<file path="config.mk">
export PLATFORM = sky130hd
export DESIGN_NAME = wdt_apb
export DESIGN_NICKNAME = d
export VERILOG_FILES = /design/src/rtl/wdt_pkg.sv /design/src/rtl/wdt_regfile.sv /design/src/rtl/wdt_core.sv /design/src/rtl/wdt_apb.sv
export SDC_FILE = /design/constraint.sdc
export NUM_CORES = 1
export LEC_CHECK = 0
export BUFFER_PORTS_ARGS = -buffer_cell sky130_fd_sc_hd__buf_2
export CAP_MARGIN = 10
export CORE_ASPECT_RATIO = 0.8
export CORE_MARGIN = 10
export CORE_UTILIZATION = 31
export DETAILED_ROUTE_END_ITERATION = 10
export PLACE_DENSITY = 0.54
export SETUP_SLACK_MARGIN = 0.15
export SLEW_MARGIN = 25
export SYNTH_ARGS = -nofsm -noshare
export SYNTH_HDL_FRONTEND = slang
export SYNTH_SLANG_ARGS = --single-unit
</file>
<file path="constraint.sdc">
create_clock -name pclk -period 3.2 [get_ports pclk]
set_input_delay 0.32 -clock pclk [delete_from_list [all_inputs] [get_ports pclk]]
set_output_delay 0.32 -clock pclk [all_outputs]
set_load 0.005 [all_outputs]
</file>
<file path="src/rtl/wdt_pkg.sv">
package wdt_pkg;
    localparam int unsigned ADDR_W = 12;
    localparam int unsigned CTRL_W = 2;
    localparam int unsigned CTRL_EN_BIT  = 0;
    localparam int unsigned CTRL_RST_BIT = 1;

    localparam logic [ADDR_W-1:0] OFS_START = 12'h000;
    localparam logic [ADDR_W-1:0] OFS_COUNT = 12'h004;
    localparam logic [ADDR_W-1:0] OFS_CTRL  = 12'h008;
    localparam logic [ADDR_W-1:0] OFS_CLEAR = 12'h00C;
    localparam logic [ADDR_W-1:0] OFS_RAW   = 12'h010;
    localparam logic [ADDR_W-1:0] OFS_MASK  = 12'h014;
    localparam logic [ADDR_W-1:0] OFS_KEY   = 12'hC00;

    localparam logic [31:0] UNLOCK_KEY = 32'h1ACC_E551;
endpackage

</file>
<file path="src/rtl/wdt_regfile.sv">
module wdt_regfile
    import wdt_pkg::*;
#(
    parameter int unsigned DW = 32
) (
    input  logic              clk,
    input  logic              rst_n,
    input  logic              wr_en,
    input  logic [ADDR_W-1:0] wr_addr,
    input  logic [DW-1:0]     wr_data,
    output logic [DW-1:0]     start_val,
    output logic [CTRL_W-1:0] ctrl,
    output logic              locked,
    output logic              reload,
    output logic [DW-1:0]     reload_val,
    output logic              clear
);
    typedef struct packed {
        logic [DW-1:0]     start;
        logic [CTRL_W-1:0] ctrl;
        logic              locked;
    } rf_t;

    rf_t rf_d, rf_q;
    logic wr_ok;

    always_comb begin
        rf_d       = rf_q;
        wr_ok      = wr_en && !rf_q.locked;
        reload     = 1'b0;
        reload_val = rf_q.start;
        clear      = 1'b0;
        if (wr_en && wr_addr == OFS_KEY) begin
            rf_d.locked = (wr_data[31:0] != UNLOCK_KEY);
        end
        if (wr_ok) begin
            unique case (wr_addr)
                OFS_START: begin
                    rf_d.start = wr_data;
                    reload     = 1'b1;
                    reload_val = wr_data;
                end
                OFS_CTRL:  rf_d.ctrl = wr_data[CTRL_W-1:0];
                OFS_CLEAR: begin
                    clear  = 1'b1;
                    reload = 1'b1;
                end
                default: ;
            endcase
        end
    end

    always_ff @(posedge clk or negedge rst_n) begin
        if (!rst_n) begin
            rf_q.start  <= '1;
            rf_q.ctrl   <= '0;
            rf_q.locked <= 1'b0;
        end else begin
            rf_q <= rf_d;
        end
    end

    assign start_val = rf_q.start;
    assign ctrl      = rf_q.ctrl;
    assign locked    = rf_q.locked;

    assert_locked_start_R10: assert property (@(posedge clk) disable iff (!rst_n)
        (locked && wr_en && wr_addr == OFS_START) |=> $stable(start_val));
    assert_locked_ctrl_R10: assert property (@(posedge clk) disable iff (!rst_n)
        (locked && wr_en && wr_addr == OFS_CTRL) |=> $stable(ctrl));
    assert_key_unlocks_R10: assert property (@(posedge clk) disable iff (!rst_n)
        (wr_en && wr_addr == OFS_KEY && wr_data[31:0] == UNLOCK_KEY) |=> !locked);
endmodule

</file>
<file path="src/rtl/wdt_core.sv">
module wdt_core #(
    parameter int unsigned DW = 32
) (
    input  logic          clk,
    input  logic          rst_n,
    input  logic          tick,
    input  logic          run,
    input  logic          rst_arm,
    input  logic [DW-1:0] start_val,
    input  logic          reload,
    input  logic [DW-1:0] reload_val,
    input  logic          clear,
    output logic [DW-1:0] count,
    output logic          raw,
    output logic          rst_pulse
);
    localparam logic [DW-1:0] ONE = DW'(1);

    typedef struct packed {
        logic [DW-1:0] cnt;
        logic          raw;
        logic          rst;
    } core_t;

    core_t st_d, st_q;

    always_comb begin
        st_d     = st_q;
        st_d.rst = 1'b0;
        if (reload) begin
            st_d.cnt = reload_val;
            if (clear) st_d.raw = 1'b0;
        end else if (tick && run) begin
            if (st_q.cnt == '0) begin
                st_d.cnt = start_val;
            end else begin
                st_d.cnt = st_q.cnt - ONE;
                if (st_q.cnt == ONE) begin
                    st_d.raw = 1'b1;
                    st_d.rst = st_q.raw && rst_arm;
                end
            end
        end
    end

    always_ff @(posedge clk or negedge rst_n) begin
        if (!rst_n) begin
            st_q.cnt <= '1;
            st_q.raw <= 1'b0;
            st_q.rst <= 1'b0;
        end else begin
            st_q <= st_d;
        end
    end

    assign count     = st_q.cnt;
    assign raw       = st_q.raw;
    assign rst_pulse = st_q.rst;

    assert_hold_R3: assert property (@(posedge clk) disable iff (!rst_n)
        (!(tick && run) && !reload) |=> $stable(count));
    assert_hit_R4: assert property (@(posedge clk) disable iff (!rst_n)
        (tick && run && !reload && count == ONE) |=> (raw && count == '0));
    assert_reload_R5: assert property (@(posedge clk) disable iff (!rst_n)
        (tick && run && !reload && count == '0) |=> (count == $past(start_val)));
    assert_clear_R6: assert property (@(posedge clk) disable iff (!rst_n)
        (reload && clear) |=> (!raw && count == $past(reload_val)));
    assert_pulse_width_R9: assert property (@(posedge clk) disable iff (!rst_n)
        rst_pulse |=> !rst_pulse);
endmodule

</file>
<file path="src/rtl/wdt_apb.sv">
module wdt_apb
    import wdt_pkg::*;
#(
    parameter int unsigned DW = 32
) (
    input  logic              pclk,
    input  logic              presetn,
    input  logic              psel,
    input  logic              penable,
    input  logic              pwrite,
    input  logic [ADDR_W-1:0] paddr,
    input  logic [DW-1:0]     pwdata,
    output logic [DW-1:0]     prdata,
    output logic              pready,
    output logic              pslverr,
    input  logic              tick_en,
    output logic              irq,
    output logic              wdt_reset
);
    logic              wr_en;
    logic [DW-1:0]     start_val;
    logic [CTRL_W-1:0] ctrl;
    logic              locked;
    logic              reload;
    logic [DW-1:0]     reload_val;
    logic              clear;
    logic [DW-1:0]     count;
    logic              raw;
    logic              masked;

    assign wr_en = psel && penable && pwrite;

    wdt_regfile #(.DW(DW)) u_rf (
        .clk        (pclk),
        .rst_n      (presetn),
        .wr_en      (wr_en),
        .wr_addr    (paddr),
        .wr_data    (pwdata),
        .start_val  (start_val),
        .ctrl       (ctrl),
        .locked     (locked),
        .reload     (reload),
        .reload_val (reload_val),
        .clear      (clear)
    );

    wdt_core #(.DW(DW)) u_core (
        .clk        (pclk),
        .rst_n      (presetn),
        .tick       (tick_en),
        .run        (ctrl[CTRL_EN_BIT]),
        .rst_arm    (ctrl[CTRL_RST_BIT]),
        .start_val  (start_val),
        .reload     (reload),
        .reload_val (reload_val),
        .clear      (clear),
        .count      (count),
        .raw        (raw),
        .rst_pulse  (wdt_reset)
    );

    assign masked  = raw && ctrl[CTRL_EN_BIT];
    assign irq     = masked;
    assign pready  = 1'b1;
    assign pslverr = 1'b0;

    always_comb begin
        prdata = '0;
        if (psel && !pwrite) begin
            unique case (paddr)
                OFS_START: prdata = start_val;
                OFS_COUNT: prdata = count;
                OFS_CTRL:  prdata = DW'(ctrl);
                OFS_RAW:   prdata = DW'(raw);
                OFS_MASK:  prdata = DW'(masked);
                OFS_KEY:   prdata = DW'(locked);
                default:   prdata = '0;
            endcase
        end
    end

    assert_irq_mask_R8: assert property (@(posedge pclk) disable iff (!presetn)
        (!ctrl[CTRL_EN_BIT]) |-> !irq);
    assert_reset_needs_raw_R9: assert property (@(posedge pclk) disable iff (!presetn)
        $rose(wdt_reset) |-> $past(raw));
endmodule

</file>
=== Word level (Yosys, flattened, before mapping) ===
Index checks and enable logic that the tools add are counted.

* Logic and storage cells: 49
* Register bits: 69
* Input port bits: 50
* Output and inout port bits: 36

* Mux-type cells: 15
* Equality and inequality tests: 10
* Reductions and logical operators: 17
* $add $sub $neg: 1

{| class="wikitable"
|+ Operators with widths
! operator !! number
|-
| one-hot mux 32 bit (6 select lines) || 1
|-
| two-way mux 32 bit || 4
|-
| two-way mux 34 bit || 1
|-
| two-way mux 33 bit || 1
|-
| == test 32 x 1 -> 1 bit (second input constant) || 1
|-
| logical NOT 32 bit || 1
|-
| != test 32 x 29 -> 1 bit (second input constant) || 1
|-
| subtractor 32 x 1 -> 32 bit (second input constant) || 1
|-
| == test 12 x 4 -> 1 bit (second input constant) || 2
|-
| == test 12 x 5 -> 1 bit (second input constant) || 2
|-
| == test 12 bit (second input constant) || 1
|-
| == test 12 x 3 -> 1 bit (second input constant) || 1
|-
| logical NOT 12 bit || 1
|-
| logical AND 1 bit || 8
|-
| two-way mux 1 bit || 6
|-
| two-way mux 2 bit || 2
|-
| AND reduction 4 bit || 1
|-
| nonzero test 2 bit || 2
|-
| logical NOT 1 bit || 2
|-
| != test 2 x 1 -> 1 bit (second input constant) || 1
|-
| != test 2 bit (second input constant) || 1
|-
| AND reduction 2 bit || 1
|-
| OR reduction 2 bit || 1
|}

=== Longest topological paths before layout ===
Gate-level depths: netlist of the first run.

* Depth in word-level cells: 6
* Depth in mapped cells: 9

=== Cells and area by module ===
Synthesis of the first run repeated with hierarchy kept, for this count alone.

* Cells, all modules: 501
* Area, all modules: 5,026.1 µm²

{| class="wikitable"
|+ Modules (own cells, without submodules)
! module !! times used !! area each (µm²) !! cells an instance
|-
| wdt_core || 1 || 2,544.9 || 306
|-
| wdt_regfile || 1 || 1,656.6 || 98
|-
| wdt_apb || 1 || 824.5 || 97
|}

=== Worst setup path before layout of the first run ===
OpenSTA, ideal clock, no wires.

* Kind: flip-flop to flip-flop
* Start point: register u_core.st_q, in the netlist u_core.count[3]
* End point: register u_core.st_q, in the netlist u_core.count[22]
* Path slack: 500 ps
* Stages on the path, launching flop included: 9
* Arrival time: 2,619 ps
* Period minus slack after synthesis: 2,700 ps
* Data required time: 3,120 ps
* Cell sequence: dfstp_2 -> clkbuf_1 -> or4_1 -> or4_4 -> or3_1 -> buf_2 -> or3_1 -> xor2_1 -> o221ai_2

* Cells in the longest elaborated chain, start to end: 4
* Elaborated cells on any way between the ends: 5
* Those cells by class: add/sub (1); mux (3); reduce/logical (1)

{| class="wikitable"
|+ Ends and longest elaborated chain
! item !! RTL line !! RTL
|-
| start: declaration || wdt_core.sv:25 || <nowiki>core_t st_d, st_q;</nowiki>
|-
| start signal: assignment || wdt_core.sv:52 || <nowiki>st_q <= st_d;</nowiki>
|-
| subtractor 32 x 1 -> 32 bit or logical NOT 32 bit (tied branches) || wdt_core.sv:37, wdt_core.sv:34 ||
|-
| two-way mux 32 bit * || wdt_core.sv:34 || <nowiki>if (st_q.cnt == '0) begin</nowiki>
|-
| two-way mux 34 bit * || wdt_core.sv:33 || <nowiki>end else if (tick && run) begin</nowiki>
|-
| two-way mux 33 bit * || wdt_core.sv:30 || <nowiki>if (reload) begin</nowiki>
|}

Mark *: on every way between the ends. The rest lies on a longest branch, timed or not. The select of a mux whose other input is x is not followed.
A chain may end at the register's enable or synchronous reset.

=== Worst setup path in the final report of the first run ===
* Start point: register u_core.st_q, in the netlist u_core.count[8]
* End point: register u_core.st_q, in the netlist u_core.count[22]

The elaborated chain is that of the path after synthesis.

==> results of run 1 <==
-- final timing paths --
path                              startpoint  slack (ns)  depth (start not counted)                  to
hold / removal                       presetn        0.11                          1         u_rf.locked
min in group pclk                 pwdata[21]        0.18                          3  u_rf.start_val[21]
setup / recovery             u_core.count[8]        0.27                          6    u_core.count[22]
hold reg to reg            u_rf.start_val[4]        0.47                          2   u_rf.start_val[4]
max in group asynchronous            presetn        2.27                          2  u_rf.start_val[16]
setup reg to reg             u_core.count[8]        0.27                          6    u_core.count[22]
-- kinds of logic after synthesis --
| family | synth area share, % |
|---|---|
| fa+ha+maj | 0.528 |
| xor+xnor | 4.99 |
| mux | 1.13 |
| compound gates | 19.8 |
| flops | 38.1 |
| buf+inv | 4.09 |
| simple gates | 31.2 |
| other cells | 0.158 |
-- registers in the layout, indices dropped and copies added, names as in the netlist --
register          cells
u_core.count         32
u_core.raw            1
u_core.rst_pulse      1
u_rf.ctrl             2
u_rf.locked           1
u_rf.start_val       32
-- per-layer routing --
layer / vias to the layer above / share of wire, % / track usage (%)
met2: 197 / 45 / 27.3
met5: - / 0 / 0
met1: 2446 / 46 / 23.2
li1: 2349 / - / -
met4: 0 / 1.3 / 4.40
met3: 18 / 7.5 / 5.00
-- area by class of cell --
cell class / instances / share of cell area [%]
inverter: 2 / 0.133
clock buffer: 14 / 4.85
multi-input combinational: 513 / 48.5
timing repair buffer: 105 / 10.3
tap: 189 / 4.18
clock inverter: 1 / 0.0885
sequential: 69 / 31.9
-- cell usage in the layout (no fill, tap or decap), types with 9 or more instances in the layout --
cell / synthesis / routed
nor2_1: 107 / 107
buf_4: 2 / 22
o21ai_0: 34 / 34
nor3_1: 16 / 16
buf_2: 2 / 83
o221ai_1: 13 / 13
a22oi_1: 31 / 31
clkbuf_16: 0 / 9
or3_1: 12 / 12
nor4_1: 16 / 16
nand2_1: 143 / 143
xor2_1: 21 / 21
a211oi_1: 15 / 15
a21oi_1: 23 / 23
o22ai_1: 15 / 15
dfstp_2: 64 / 64
-- power by group --
group | internal [mW] | leakage (nW) | total [mW] | switching (mW)
sequential | 0.880 | 0.730 | 0.882 | 0.00234
combinational | 0.0563 | 1.56 | 0.149 | 0.0930
clock | 0.583 | 0.139 | 0.965 | 0.382
==> qor.txt, run 1 <==
Grt ovf: 0
Synthesized cell area: 0.00474 mm²
Die area: 0.0207 mm²
WHS: 0.106 ns
Initial antenna violation count: 0
Maximum vdd ir drop: 0.000267 V
Nets: 752
P per Cell Area: 353 mW/mm²
Register area share after synthesis: 38.1%
Post-route antenna net violation count: 0
H-tree depth: 3
RePlAce Congestion: 0.863
Hold-fix buffers, CTS: 0
CP max stage cell: or4_4
Critical path arrival: 3.20 ns
Final Util: 37.7%
Fmax: 0.341 GHz
Dpl cells: 878
Routed len/inst: 20.0 µm
Placement-stage cell area: 0.00538 mm²
Post-synthesis cell type with the largest combined area: dfstp_2
Antenna fix cells: 0
Worst Clk Skew: 0.00725 ns
Final worst slack: 0.266 ns
Iteration-0 DRC count of the detailed router: 466
Syn Nets: 683
Core area: 0.0150 mm²
Final slew viol count: 0
Clock Path Buffers: 2
CP Buf/Inv Count: 0
Via density: 5.61
Yosys top cell area share: 35.5%
Final Hold Vio Count: 0
DP Worst Slack: 0.285 ns
CTS tree: yes
Final instance area: 0.00566 mm²
Async SR Flop Fraction: 100%
GRT Total Usage: 17.4%
Multi-input gate area: 0.00275 mm²
Ranking of synthesized cells by area: dfstp_2 35%, nand2_1 11%, nor2_1 8.5%
CP Capture Type: flip-flop
Post-DP HPWL: 11.8 mm
Final setup fails: 0
Design Power: 2.00 mW
WS Path Type: reg2reg
Clk slew on worst S/H paths: 0.06 ns
Number of iterations in the first detailed-routing pass: 5
Post-Syn Area per Cell: 7.51 µm²
Total number of vias: 5,010
Distinct cell type count after synthesis: 45
Die Y-Extent: 131 µm
DRT Wirelength: 17.9 mm
Critical path startpoint category: flip-flop
Crit-path cells: or4_4 -> or4_4 -> or3_1 -> or3_1 -> xor2_1 -> o221ai_2
RSZ-0062 raised after global routing: false
Count of clock tree sinks: 69
Synth warn: 0
Largest net degree at the start of global routing: 43
CTS buffer count: 9
CP peak stage delay: 0.63 ns
# Post-CTS Setup Buffers: 0
Status: finished clean
Critical Path RT: 3.47 ns
Worst slew margin: 41.9%
P&R area growth vs syn: 19.3%
Static Leak: 2.42 nW
Fillers: 1,599
Reg area: 0.00181 mm²
Top-count cell post-synth: nand2_1
Post-Layout Cell Count: 893
Clock latency on the worst-skew pair: 0.35 ns
Share of layout cells above drive strength 1: 27.3%
#FFs+latches synth: 69
Die X: 158 µm
Hold WC Path Type: in2async
Post-route minimum period: 2.93 ns
Number of I/O pins: 86
Vias in the first global route: 5,068
Commonest cells post-synth: 143 x nand2_1, 107 x nor2_1, 64 x dfstp_2
Max_cap viols: 0
Setup_tns: 0 ns
First-pass GRT wire length: 28.3 mm
Tcrit/Tclk final: 91.7%
Primary FF master, synth: dfstp_2
Crit path max fanout: 12
Root buffer cell: clkbuf_16
Post-synth EDFFs: 0
PostCTS Resize Cnt: 0
Buffers on Ports: 83
Initial Util: 31.6%
Cell Rows: 40
Worst-Margin Slew: 0.872 ns
DRC: 0
Cells after Synth: 631
Crit-path leading delay family: simple AND/OR/NAND/NOR gates
No activity file was read; power rests on OpenSTA's default activity.
==> run 2: changes to the inputs <==
--- a/constraint.sdc
+++ b/constraint.sdc
@@ -3,2 +3,2 @@
 set_output_delay 0.32 -clock pclk [all_outputs]
-set_load 0.005 [all_outputs]
+set_load 0.01 [all_outputs]
==> run 2 against run 1 <==
  * Worst hold slack better by 0.017 ns
  * Global-route usage about the same
  * Die area unchanged
==> qor.txt, run 2 (synthesized netlist as in run 1, its figures left out) <==
Cell Rows: 40
First-pass GRT wire length: 28.6 mm
Hold WC Path Type: in2async
Dpl cells: 877
Initial antenna violation count: 0
Clock latency on the worst-skew pair: 0.34 ns
Initial Util: 31.6%
Final Hold Vio Count: 0
Die Y-Extent: 131 µm
Met1 WL: 8.26 mm
Routed len/inst: 20.0 µm
CP Capture Type: flip-flop
Vias in the first global route: 5,132
Grt ovf: 0
Post-DP HPWL: 11.8 mm
Clk slew on worst S/H paths: 0.06 ns
DRT Wirelength: 17.8 mm
Critical path startpoint category: flip-flop
Antenna fix cells: 0
Total number of vias: 5,030
Critical Path RT: 3.46 ns
Design Power: 2.01 mW
Number of iterations in the first detailed-routing pass: 5
Root buffer cell: clkbuf_16
R2r setup slk: 0.35 ns
Worst Clk Skew: 0.00419 ns
GRT Total Usage: 17.4%
Final slew viol count: 0
Share of layout cells above drive strength 1: 27.3%
Largest net degree at the start of global routing: 43
Worst slew margin: 39.7%
Fmax: 0.351 GHz
Die X: 158 µm
Final instance area: 0.00567 mm²
Nets: 751
CTS tree: yes
Post-route antenna net violation count: 0
Post-Layout Cell Count: 892
Fillers: 1,613
Placement-stage cell area: 0.00538 mm²
Final Util: 37.7%
Top routing layer used: met4
Crit path max fanout: 12
P per Cell Area: 354 mW/mm²
Commonest non-fill, non-tap cell in the layout: nand2_1
Metal3 WL: 1.44 mm
Worst-Margin Slew: 0.904 ns
Iteration-0 DRC count of the detailed router: 527
Final setup fails: 0
WHS: 0.123 ns
Tcrit/Tclk final: 89.2%
CTS buffer count: 9
H-tree depth: 3
Buffers on Ports: 83
Static Leak: 2.42 nW
Post-route minimum period: 2.85 ns
Number of I/O pins: 86
Hold-fix buffers, CTS: 0
Max_cap viols: 0
Setup_tns: 0 ns
Via density: 5.64
Final worst slack: 0.347 ns
Status: finished clean
RePlAce Congestion: 0.825
Count of clock tree sinks: 69
Core area: 0.0150 mm²
WS Path Type: reg2reg
RSZ-0062 raised after global routing: false
Metal2 WL: 7.97 mm
DP Worst Slack: 0.256 ns
Maximum vdd ir drop: 0.000253 V
Critical path arrival: 3.11 ns
P&R area growth vs syn: 19.5%
Clock Path Buffers: 2
Most frequent cells in the layout: 143 x nand2_1, 107 x nor2_1, 83 x buf_2
Die area: 0.0207 mm²
DRC: 0
[run 2: final cells by class]
cell class	count	area, µm²	area share, %
clock buffer	14	274	4.84
inverter	2	7.51	0.133
timing repair buffer	104	586	10.3
sequential	69	1810	31.9
multi-input combinational	513	2750	48.5
tap	189	236	4.17
clock inverter	1	5.00	0.0883
[run 2: final timing paths]
path	depth (start not counted)	endpoint	start
min reg2reg	2	u_rf.start_val[17]	u_rf.start_val[17]
max	6	u_core.count[22]	u_core.count[8]
min in group pclk	3	u_rf.start_val[21]	pwdata[21]
max in group asynchronous	2	u_core.count[7]	presetn
max reg2reg	6	u_core.count[22]	u_core.count[8]
min	1	u_rf.locked	presetn
[run 2: report_power, final]
part	internal [mW]	total [mW]	switching [mW]
clock	0.584	0.975	0.392
combinational	0.0561	0.149	0.0933
sequential	0.880	0.882	0.00232
[run 2: worst max-delay path, stage by stage, from the launching register on]
cell and delay (ns):
dfstp_2 0.40, or4_4 0.57, or4_4 0.63, or3_4 0.47, or3_1 0.38, xor2_1 0.16
o221ai_2 0.16
[run 2: repair_timing]
| item | 4_1_cts | 5_1_grt |
|---|---|---|
| buffers inserted | 0 | 0 |
| resized for setup | 0 | 1 |
| endpoints found under the setup margin | 0 | 1 |
[run 2: metal layers]
layer | vias to the layer above | global-route usage, %
met2 | 199 | 26.9
met5 | - | 0
met3 | 14 | 4.64
met4 | 0 | 4.30
met1 | 2474 | 23.7
li1 | 2343 | -
==> run 3: changes to the inputs <==
CORE_ASPECT_RATIO = 0.7   (was 0.8)
CORE_UTILIZATION = 27   (was 31)
PLACE_DENSITY = 0.5   (was 0.54)
==> run 3 against run 2 <==
  * Clock power is 11% higher
  * Combinational power hardly changed
  * Global-route usage is 2.0 points lower
  * Clock-buffer cell count is 4 lower
  * Non-clock buffer count is 2 higher
  * Worst setup slack worse by 0.023 ns
  * Via count is 0.44% lower
  * Clock skew is 0.0035 ns higher
  * Utilization is 4.3 points lower
  * Critical path depth stayed put
  * Power is 5.3% higher
  * Critical endpoint unchanged
==> qor.txt, run 3 (synthesized netlist as in run 1, its figures left out) <==
Status: finished clean
Final Hold Vio Count: 0
Number of I/O pins: 86
Clock power share: 51.2%
Crit path max fanout: 12
Initial Util: 27.5%
Critical path startpoint category: flip-flop
Final instance area: 0.00576 mm²
H-tree depth: 3
Final slew viol count: 0
Share of layout cells above drive strength 1: 27.8%
Initial antenna violation count: 0
Maximum vdd ir drop: 0.000269 V
Post-route antenna net violation count: 0
Post-route minimum period: 2.88 ns
Largest net degree at the start of global routing: 43
R2r setup slk: 0.32 ns
Buffers on Ports: 83
Post-DP HPWL: 12.3 mm
Final Util: 33.4%
Pint: 1.62 mW
Nets: 753
RSZ-0062 raised after global routing: false
Count of clock tree sinks: 69
RePlAce Congestion: 0.816
Clk slew on worst S/H paths: 0.06 ns
Die X: 178 µm
Worst Clk Skew: 0.00774 ns
Clock latency on the worst-skew pair: 0.34 ns
CTS buffer count: 9
DRT Wirelength: 18.3 mm
Core area: 0.0172 mm²
P per Cell Area: 367 mW/mm²
Most frequent cells in the layout: 143 x nand2_1, 107 x nor2_1, 83 x buf_2
Iteration-0 DRC count of the detailed router: 552
Worst slew margin: 44.5%
Antenna fix cells: 0
CP Capture Type: flip-flop
Routed len/inst: 19.5 µm
# Post-CTS Setup Buffers: 0
WS Path Type: reg2reg
Hold-fix buffers, CTS: 0
Root buffer cell: clkbuf_16
Vias in the first global route: 4,991
P&R area growth vs syn: 21.5%
Sequential share of power: 41.7%
Via density: 5.34
Final setup fails: 0
FF-to-FF path depth: 6
Setup_tns: 0 ns
RR Startpoint: u_core.count[8]
Power share of the combinational group: 7.1%
Commonest non-fill, non-tap cell in the layout: nand2_1
Dpl cells: 921
Number of iterations in the first detailed-routing pass: 8
Clock Path Buffers: 2
Cell Rows: 40
GRT Total Usage: 15.5%
Max_cap viols: 0
Die area: 0.0233 mm²
Worst-Margin Slew: 0.830 ns
Die Y-Extent: 131 µm
First-pass GRT wire length: 28.5 mm
Sw Pwr: 0.495 mW
Placement-stage cell area: 0.00544 mm²
Post-Layout Cell Count: 937
CTS tree: yes
DRC: 0
Tcrit/Tclk final: 89.9%
Total number of vias: 5,008
Hold WC Path Type: in2async
Critical path arrival: 3.13 ns
Critical Path RT: 3.45 ns
Grt ovf: 0
Static Leak: 2.44 nW
Switch share: 23.4%
Reg2reg end: u_core.count[22]
Fmax: 0.348 GHz
[run 3: per-layer routing]
| layer | track usage [%] | vias to the layer above | share of wire [%] |
|---|---|---|---|
| li1 | - | 2348 | - |
| met1 | 22.3 | 2417 | 49 |
| met2 | 23.0 | 233 | 42 |
| met3 | 3.70 | 10 | 8.4 |
| met4 | 2.96 | 0 | 0.54 |
| met5 | 0 | - | 0 |
[run 3: critical path, stage by stage (launching register included)]
cell      delay (ns)
dfstp_2         0.40
or4_4           0.57
or4_4           0.64
or3_4           0.47
or3_1           0.37
xor2_1          0.16
o221ai_2        0.17
[run 3: power by group through the flow]
stage	combinational, mW	sequential, mW	clock, mW
after floorplan	0.0633	0.894	0
final	0.150	0.882	1.08
after CTS	0.150	0.882	1.11
after global routing	0.167	0.882	1.15
after detailed placement	0.149	0.894	0
after global placement	0.149	0.894	0
[run 3: area by class of cell]
cell class / count / area [µm²]
clock buffer: 10 / 229
clock inverter: 6 / 87.6
fill: 1915 / 11500
inverter: 2 / 7.51
multi-input combinational: 513 / 2750
sequential: 69 / 1810
tap: 231 / 289
timing repair buffer: 106 / 588
[run 3: repair_timing]
item / CTS / global route
setup endpoints to repair: 0 / 2
resized for setup: 0 / 1
hold endpoints to repair: 0 / 0
[run 3: how the worst max path moves through the flow]
stage | from | end
floorplan | u_core.count[3] | u_core.count[22]
global route | paddr[7] | prdata[18]
CTS | u_core.count[8] | u_core.count[22]
global placement | u_core.count[8] | u_core.count[22]
finish | u_core.count[8] | u_core.count[22]
detailed placement | u_core.count[8] | u_core.count[22]
[run 3: metrics by stage]
stage / hold slack, ns / total power [mW] / setup WS, ns
after floorplan: 0.0244 / 0.957 / 0.500
after global placement: 0.457 / 1.04 / 0.278
after detailed placement: 0.459 / 1.04 / 0.236
after CTS: 0.103 / 2.14 / 0.221
after global routing: 0.141 / 2.20 / 0.171
final: 0.0925 / 2.11 / 0.325
